===== src/rtl/can_sleep_wake.sv =====
module can_sleep_wake #(
  parameter int AW       = 2,
  parameter int DW       = 8,
  parameter int WAKE_BIT = 5
) (
  input  logic          clk,
  input  logic          rst_n,
  input  logic          clk_en,
  input  logic          rx,
  input  logic          wr,
  input  logic [AW-1:0] addr,
  input  logic [DW-1:0] wdata,
  output logic [DW-1:0] rdata,
  output logic          wake_irq
);
  localparam logic [AW-1:0] A_CTRL = AW'(0);
  localparam logic [AW-1:0] A_STAT = AW'(1);
  localparam logic [AW-1:0] A_CFG  = AW'(2);

  logic          rx_q, sleep_q, pend_q, offclk_q, bus_en_q, wake_flag_q;
  logic [DW-1:0] cfg_q;

  wire fall       = rx_q & ~rx;
  wire wr_ok      = wr & clk_en;
  wire wr_ctrl    = wr_ok & (addr == A_CTRL);
  wire sw_wake    = wr_ctrl & sleep_q & ~wdata[0];
  wire first_edge = sleep_q & bus_en_q & fall & ~pend_q;
  wire resume     = sleep_q & pend_q & clk_en & (fall | offclk_q);
  wire awake_wr   = wr_ok & ~sleep_q;

  always_ff @(posedge clk) begin
    if (!rst_n) rx_q <= 1'b1;
    else        rx_q <= rx;
  end

  always_ff @(posedge clk) begin
    if (!rst_n) begin
      sleep_q  <= 1'b0;
      pend_q   <= 1'b0;
      offclk_q <= 1'b0;
    end else if (sw_wake || resume) begin
      sleep_q  <= 1'b0;
      pend_q   <= 1'b0;
      offclk_q <= 1'b0;
    end else if (first_edge) begin
      pend_q   <= 1'b1;
      offclk_q <= ~clk_en;
    end else if (awake_wr && addr == A_CTRL && wdata[0] && rx) begin
      sleep_q  <= 1'b1;
    end
  end

  always_ff @(posedge clk) begin
    if (!rst_n)                              bus_en_q <= 1'b0;
    else if (awake_wr && addr == A_CTRL)     bus_en_q <= wdata[1];
  end

  always_ff @(posedge clk) begin
    if (!rst_n)                              wake_flag_q <= 1'b0;
    else if (first_edge)                     wake_flag_q <= 1'b1;
    else if (awake_wr && addr == A_STAT && wdata[WAKE_BIT])
                                             wake_flag_q <= 1'b0;
  end

  always_ff @(posedge clk) begin
    if (!rst_n)                              cfg_q <= '0;
    else if (awake_wr && addr == A_CFG)      cfg_q <= wdata;
  end

  always_comb begin
    rdata = '0;
    case (addr)
      A_CTRL:  begin rdata[0] = sleep_q; rdata[1] = bus_en_q; end
      A_STAT:  rdata[WAKE_BIT] = wake_flag_q;
      A_CFG:   rdata = cfg_q;
      default: rdata = '0;
    endcase
  end

  assign wake_irq = wake_flag_q;
endmodule


===== config.mk =====
export PLATFORM = sky130hd
export DESIGN_NAME = can_sleep_wake
export DESIGN_NICKNAME = d
export VERILOG_FILES = /design/src/rtl/can_sleep_wake.sv
export SDC_FILE = /design/constraint.sdc
export NUM_CORES = 1
export LEC_CHECK = 0
export ABC_CLOCK_PERIOD_IN_PS = 3600
export BUFFER_PORTS_ARGS = -buffer_cell sky130_fd_sc_hd__clkbuf_2
export CORE_MARGIN = 3
export CORE_UTILIZATION = 35
export CTS_CLUSTER_DIAMETER = 60
export DETAILED_ROUTE_END_ITERATION = 8
export HOLD_SLACK_MARGIN = 0.12
export SKIP_LAST_GASP = 1
export SLEW_MARGIN = 20
export SYNTH_ARGS = -nofsm -noshare
export SYNTH_HDL_FRONTEND = slang
export SYNTH_SLANG_ARGS = --single-unit

===== constraint.sdc =====
create_clock -name clk -period 3.6 [get_ports clk]
set_clock_uncertainty 0.05 [all_clocks]
set_input_delay 0.18 -clock clk [delete_from_list [all_inputs] [get_ports clk]]
set_output_delay 0.18 -clock clk [all_outputs]
set_load 0.01 [all_outputs]

Yosys cells after proc, flatten, opt, wreduce, memory -nomap -nowiden --
Index checks and enable logic that the tools add are counted.
Storage, ports and cells: flip-flop bits (word level) 14, bits in latches 0, RAM bits 0, bits in read-only memories 0, bits of input ports 15, output and inout port bits 9, word-level logic and storage cells 46, memories 0
Operators by class: add/subtract/negate cells 0, multiply operators 0, divide/modulo/power cells 0, magnitude comparators 0, equal/unequal tests 2, shifts and indexed selects 0, muxes and demuxes 6, bitwise logic cells 20, reduce and logical (&&, ||, !) cells 11
Operators by type and width (count):
- $and A1 B1 Y1 | 12
- $not A1 Y1 | 7
- $logic_and A1 B1 Y1 | 6
- $pmux W2 S2 | 1
- $mux W3 | 1
- $eq A2 B1 Y1 const B | 1
- $eq A2 B2 Y1 const B | 1
- $logic_not A2 Y1 | 1
- $mux W1 | 2
- $mux W2 | 1
- $pmux W1 S2 | 1
- $reduce_and A2 Y1 | 1
- $reduce_bool A2 Y1 | 1
- $reduce_or A2 Y1 | 1
- $logic_or A1 B1 Y1 | 1
- $or A1 B1 Y1 | 1

Depth between registers and ports, before layout --
Gate-level depths: netlist (run 1).
depth in word-level cells 6, depth in mapped cells 7, depth with buffers taken out 5

Least setup slack after synthesis (run 1) --
Ideal clock, no wire load.
path type register -> register, start point reg sleep_q, end point reg cfg_q[7], library setup time 0.118 ns, arrival time 1.035 ns, data required time 3.432 ns, setup slack 2.397 ns, cell stages (with the launch flop) 6, path buffers 1, period minus slack after synthesis 1.203 ns, cell sequence dfxtp_1 and3b_2 and2_4 buf_6 nand2_1 a21boi_2
Between the ends: word-level cells in the longest chain between the ends 3
Ends and longest elaborated chain:
- start, declared | RTL line 20 | logic rx_q, sleep_q, pend_q, offclk_q, bus_en_q, wake_flag_q;
- start signal, assigned | RTL line 38 | sleep_q <= 1'b0;
- start signal, assigned | RTL line 42 | sleep_q <= 1'b0;
- start signal, assigned | RTL line 49 | sleep_q <= 1'b1;
- $not A1 Y1 | RTL line 29 | wire awake_wr = wr_ok & ~sleep_q;
- $and A1 B1 Y1 | RTL line 29
- $logic_and A1 B1 Y1 | RTL line 67 | else if (awake_wr && addr == A_CFG) cfg_q <= wdata;
- end signal, assigned | RTL line 67
- end, declared | RTL line 21 | logic [DW-1:0] cfg_q;
Every way passes these cells. A chain may end at the register's enable or synchronous reset.

Worst setup path in the final report (run 1) --
start point in rx, end point reg offclk_q
Between the ends: word-level cells in the longest chain between the ends 6, elaborated cells between the ends (all ways) 8, classes of those cells 6 x bitwise; 2 x reduce/logical
Ends and longest elaborated chain:
- start, declared | RTL line 9 | input logic rx,
- $not A1 Y1 * | RTL line 23 | wire fall = rx_q & ~rx;
- $and A1 B1 Y1 * | RTL line 23
- $or A1 B1 Y1 | RTL line 28 | wire resume = sleep_q & pend_q & clk_en & (fall | offclk_q);
- $and A1 B1 Y1 | RTL line 28
- $logic_or A1 B1 Y1 | RTL line 41 | end else if (sw_wake || resume) begin
- $reduce_or A2 Y1 (no line)
- end signal, assigned | RTL line 47 | offclk_q <= ~clk_en;
- end, declared | RTL line 20
Mark *: on every way between the ends. The rest lies on a longest branch, timed or not.

==> results_dict.tcl, run 1 <==
set metrics [dict create \
    ys.flop_type "dfxtp_1" \
    via_per_inst 4.70 \
    grt_pass1_vias 625 \
    report.final.slew_viol_count 0 \
    cp-start-kind "input pin" \
    p_sw_share_pct 22.3 \
    switching_power_mw 0.0687 \
    max-vdd-ir-drop_mv 0.256 \
    critPathKind "input pin to flip-flop" \
    h-tree-depth 1 \
    antenna_found_initial 0 \
    synth.distinct_cells 26 \
    diodes 0 \
    p_leak_nw 0.401 \
    initial_core_util_pct 39.4 \
    finalHoldViolCount 0 \
    crit_family "buffers and inverters" \
    yosys_warnings 0 \
    fin_crit_ns 1.43 \
    pwr-share-seq_pct 51.6 \
    crit_path_end_kind "flip-flop" \
    gr-total-overflow 0 \
    synthArstFlopShare_pct 0 \
    wl_per_cell_um 11.6 \
    clkSinkCount 14 \
    worstPathRequired_ns 3.73 \
    yosys-top-cells-area "dfxtp_1, a21boi_2, nand2_1, and2_1, ha_1" \
    clk_latency_ns 0.28 \
    min_path_type "input pin to flip-flop" \
    post_cts_resized 0 \
    cts-buffers-inserted 3 \
    yosys.area.top_type "dfxtp_1" \
    critical_path.max_fanout 3 \
    fp-row-count 15 \
    finalNetCount 133 \
    grt_start_max_net_pins 13 \
    highest_layer "met3" \
    cts-root-buf "clkbuf_4" \
    routed-wl-met2_um 814 \
    layout-drive-gt1-share_pct 36.0 \
    worstPathArrival_ns 1.55 \
    dp_hpwl_um 1090 \
    gp_congestion 0.683 \
    cp_cell_sequence "dlygate4sd3_1 > clkbuf_2 > nand4b_1 > nor2_2 > nor2_1 > a2111oi_2" \
    io_pins 24 \
    cp_slowest_stage_delay_ns 0.53 \
    fmax_mhz 702 \
    critPathBufInv 2 \
    grt_usage_pct 13.3 \
    ys_seq_elements 14 \
    netlist_instances 81 \
    cts_buffer_depth 2 \
    dieArea_mm2 0.00263 \
    drv_cap 0 \
    core_area_mm2 0.00182 \
    power-per-cell-area_mw_per_mm2 318 \
    drt_iter0_drc 8 \
    rsz0062_at_grt "no" \
    status "completed" \
    dp.cells 126 \
    vias 653 \
    synth_top_area_share_pct 39.1 \
    syn_nets 99 \
    die_y_um 51.3 \
    die_x_um 51.3 \
    drc 0 \
    layout.cells.non_filler 139 \
    pwr-share-comb_pct 12.3 \
    grt_pass1_wl_um 2680 \
    seq_area_frac_synth_pct 39.1 \
    first_pass_iters 4 \
    synth_enable_flop_cells 0 \
    p_clk_share_pct 36.1 \
    p_int_mw 0.240 \
    worst_slew_pin_slew_ns 0.373 \
    synthesis.area_um2 717 \
    dr_wl_met3_um 96 \
    period_share_pct 39.6 \
    cts_tree "yes" \
    cts.clk_slew.worst_paths_ns 0.08 \
    critPathSlowestCell "dlygate4sd3_1" \
    syn2layout_area_growth_pct 35.4 \
    tns_ns 0 \
    ff2ff_setup_slack_ns 2.29 \
    ant_nets 0 \
    relSlewSlack_pct 74.9 \
    portBuffers 23 \
    wirelength_um 1610 \
    setup_viol 0 \
    avgSynthCellArea_um2 8.85 \
    met1Wirelength_um 704 \
]
## worst register-to-register path: cells and delay by family (launching register included)
| kind | cells | cell delay, ns |
|---|---|---|
| AND/OR/NAND/NOR | 3 | 0.43 |
| flip-flops | 1 | 0.46 |
| AO/OA/AOI/OAI | 1 | 0.26 |
## flip-flops by register name, indices dropped and copies added, names as in the netlist
| register | count |
|---|---|
| cfg_q | 8 |
| wake_irq | 1 |
| rx_q | 1 |
| bus_en_q | 1 |
| sleep_q | 1 |
| pend_q | 1 |
| offclk_q | 1 |
## layout make-up
class	instances	area [um2]
tap	25	31.3
timing repair buffer	32	205
clock buffer	4	36.3
fill	189	850
multi-input combinational	60	403
sequential	14	280
inverter	4	15.0
## routing by layer
metal  vias up  GRT usage (%)
li1        339              -
met1       297           14.7
met2        17           24.7
met3         0           4.96
met4         0           1.31
met5         -              0
## power by group through the flow
stage / Combinational [mW] / Sequential (mW) / Clock, mW
after floorplan: 0.0175 / 0.163 / 0
after global placement: 0.0298 / 0.163 / 0
after detailed placement: 0.0306 / 0.163 / 0
after CTS: 0.0383 / 0.159 / 0.115
after global routing: 0.0422 / 0.160 / 0.125
final: 0.0379 / 0.159 / 0.111
## Yosys cell counts, types with 2 or more instances
library cell and n:
clkbuf_1 2, nor2_1 2, dfxtp_1 14, nand2_1 19, nand3_1 4, and2_1 6
nor2b_1 2, inv_1 4, ha_1 3, a21oi_1 2, a21boi_2 8
## final timing paths
path / end / cells past startpoint / from
setup / recovery: offclk_q / 6 / rx
hold / removal: rx_q / 2 / rst_n
setup reg to reg: offclk_q / 4 / sleep_q
hold reg to reg: cfg_q[3] / 2 / cfg_q[3]
## cells in the final DEF, fill, tap and decap left out
master         instances
nand2_1               19
nand3_1                4
nor2_2                 1
clkbuf_4               3
o21ai_0                1
a21boi_0               1
nand4b_1               1
a22o_1                 1
and3b_2                1
and2_1                 6
a2111oi_2              1
a22o_2                 1
ha_1                   3
dlygate4sd3_1          9
nor2b_1                2
a41oi_1                1
inv_1                  4
a21oi_1                2
clkbuf_8               1
nor3_1                 1
a221oi_1               1
a22oi_1                1
and2_4                 1
clkbuf_2              23
a21boi_2               8
nor2_1                 2
dfxtp_1               14
nand2_2                1
## what timing repair did
item | CTS | global route
setup buffers | 0 | 0
endpoints found under the hold margin | 10 | 0
hold buffers | 9 | 0
## logic make-up (layout without fill, tap and decap cells)
group / Yosys count / in the layout / share of synthesized area, %
AND/OR/NAND/NOR: 39 / 39 / 27.1
adder cells (fa/ha/maj): 3 / 3 / 5.24
flip-flops: 14 / 14 / 39.1
AO/OA/AOI/OAI: 18 / 18 / 23.9
buffers and inverters: 7 / 40 / 4.71
## through the flow
step	power, mW	setup slack (ns)	util [%]	hold WS (ns)	area (um2)
2_1_floorplan	0.180	2.40	-	0.226	717
3_3_place_gp	0.193	2.31	46.4	0.362	845
3_5_place_dp	0.194	2.25	46.4	0.362	845
4_1_cts	0.313	2.17	53.3	0.159	971
5_1_grt	0.327	2.10	53.3	0.186	971
6_report	0.309	2.17	53.3	0.146	971
(Power assumes the default switching activity.)
==> run 2, diff against run 1 <==
ABC_AREA = 1   (was not set)
ABC_CLOCK_PERIOD_IN_PS = 1200   (was 3600)
clock period = 1.2 ns   (was 3.6 ns; I/O delays follow)
==> run 2 against run 1 <==
Compared with the run above: utilization is 4.0 points higher; global-route usage up 0.96 points; flip-flop and latch count stayed put; critical endpoint is now rdata[0].
==> results_dict.tcl, run 2 <==
set metrics [dict create \
    status "completed" \
    grt_pass1_vias 682 \
    max-vdd-ir-drop_mv 0.669 \
    fmax_mhz 881 \
    largest-register "cfg_q" \
    r2r_start "sleep_q" \
    yosys.area.top_type "dfxtp_1" \
    period_share_pct 94.6 \
    min_from "rx" \
    finalHoldViolCount 0 \
    drv_cap 0 \
    cp_slowest_stage_delay_ns 0.43 \
    rsz0062_at_grt "yes" \
    clk_latency_ns 0.28 \
    yosys_warnings 0 \
    final_cell_mix "nand2_1, clkbuf_2, dfxtp_1, inv_1" \
    synth_xor_area_share_pct 0 \
    syn2layout_area_growth_pct 49.6 \
    drc 0 \
    synth_top_area_share_pct 40.6 \
    cts.clk_slew.worst_paths_ns 0.08 \
    layout_commonest_cell "nand2_1" \
    synthMuxAreaShare_pct 0 \
    cts_buffer_depth 2 \
    dp_hpwl_um 1190 \
    ys.flop_type "dfxtp_1" \
    tns_ns 0 \
    cts-buffers-inserted 3 \
    critical_path.max_fanout 5 \
    synth_enable_flop_cells 0 \
    fp-row-count 15 \
    cts_tree "yes" \
    dp.cells 152 \
    synth_top_family_by_area "simple AND/OR/NAND/NOR gates" \
    drt_iter0_drc 13 \
    clkSinkCount 14 \
    fin_ws_ns 0.0647 \
    dp_slack_ns 0.139 \
    first_pass_iters 4 \
    p_leak_nw 0.515 \
    yosysMostFrequentCell "nand2_1" \
    worstPathArrival_ns 1.03 \
    diodes 0 \
    synth_fa_ha_area_share_pct 5.43 \
    initial_core_util_pct 38.3 \
    min_path_type "input pin to flip-flop" \
    relSlewSlack_pct 79.4 \
    layout-drive-gt1-share_pct 23.8 \
    synthArstFlopShare_pct 0 \
    netlist_instances 103 \
    report.power.total_mw 0.950 \
    antenna_found_initial 0 \
    critPathKind "flip-flop to output pin" \
    synthesis.area_um2 691 \
    grt_start_max_net_pins 11 \
    avgSynthCellArea_um2 6.71 \
    synth.distinct_cells 12 \
    vias 740 \
    report.final.slew_viol_count 0 \
    setup_viol 0 \
    synth_compound_area_share_pct 9.78 \
    crit_path_end_kind "output pin" \
    gr-total-overflow 0 \
    fin_crit_ns 1.14 \
    cts-root-buf "clkbuf_4" \
    dieArea_mm2 0.00254 \
    largest_reg_flops 8 \
    critPathSlowestCell "dfxtp_1" \
    worstPathRequired_ns 1.09 \
    portBuffers 23 \
    wirelength_um 1620 \
    synth-simple-area-share_pct 32.8 \
    grt_usage_pct 14.2 \
    wl_per_cell_um 9.67 \
    stdcell_area_mm2 0.00103 \
    layout.cells.non_filler 168 \
    die_x_um 50.4 \
    seq_area_frac_synth_pct 40.6 \
    cp-start-kind "flip-flop" \
    path_common_cell "nand2_1" \
    power-per-cell-area_mw_per_mm2 919 \
    io_pins 24 \
    ys_seq_elements 14 \
    gp_congestion 0.809 \
    yosys-top-cells-area "dfxtp_1, nand2_1, a21oi_1, nand3_1, inv_1" \
    die_y_um 50.4 \
    placed_area_um2 841 \
    ys_top_cells_by_count "nand2_1, dfxtp_1, inv_1" \
    core_area_mm2 0.00180 \
    grt_pass1_wl_um 2780 \
    h-tree-depth 1 \
    finalNetCount 162 \
    via_per_inst 4.40 \
    ant_nets 0 \
    worst_slew_pin_slew_ns 0.307 \
    syn_nets 121 \
    worstSetupStartpoint "sleep_q" \
    cp_cell_sequence "nand2_1 > nand2_1 > clkbuf_2" \
]
[run 2: kinds of logic after synthesis]
logic type	count (synthesis)
adders and majority gates	3
AOI/OAI and AO/OA	13
buffers and inverters	17
DFF	14
and+or+nand+nor	56
[run 2: timing repair]
item                                   CTS  global route
setup endpoints to repair                0            13
gates resized for setup                  0             6
endpoints found under the hold margin   14             0
buffers inserted                         0             2
hold buffers                            12             0
[run 2: final timing paths]
| path | to | slack [ns] | cells after the start |
|---|---|---|---|
| hold reg to reg | cfg_q[2] | 0.41 | 2 |
| setup / recovery | rdata[0] | 0.06 | 3 |
| hold / removal | offclk_q | 0.16 | 6 |
| setup reg to reg | wake_irq | 0.14 | 6 |
[run 2: layout make-up]
type | instances | area [um2]
inverter | 14 | 52.6
sequential | 14 | 280
clock buffer | 4 | 36.3
tap | 25 | 31.3
fill | 201 | 768
timing repair buffer | 39 | 287
multi-input combinational | 72 | 347
[run 2: power breakdown]
group          internal, mW  leakage, nW  switching (mW)
Sequential            0.473        0.113         0.00451
Clock                 0.184       0.0210           0.147
Combinational        0.0773        0.380          0.0647
Total                 0.734        0.515           0.216
[run 2: through the flow]
step                      util, %  hold WS, ns
after floorplan                 -       0.0787
after global placement       46.7        0.206
after detailed placement     46.7        0.209
after CTS                    55.3        0.142
after global routing         57.4        0.180
final                        57.4        0.159
[run 2: worst max-delay path, delay by kind of cell (launching register included)]
| family | cells | cell delay [ns] |
|---|---|---|
| DFF | 1 | 0.43 |
| buffers and inverters | 1 | 0.13 |
| and+or+nand+nor | 2 | 0.19 |
[run 2: per-layer routing]
metal,up-vias,GRT usage (%),wire [um]
met5,-,0,0
met4,0,4.04,16
li1,398,-,-
met3,2,4.75,83
met1,322,16.6,766
met2,18,24.6,759
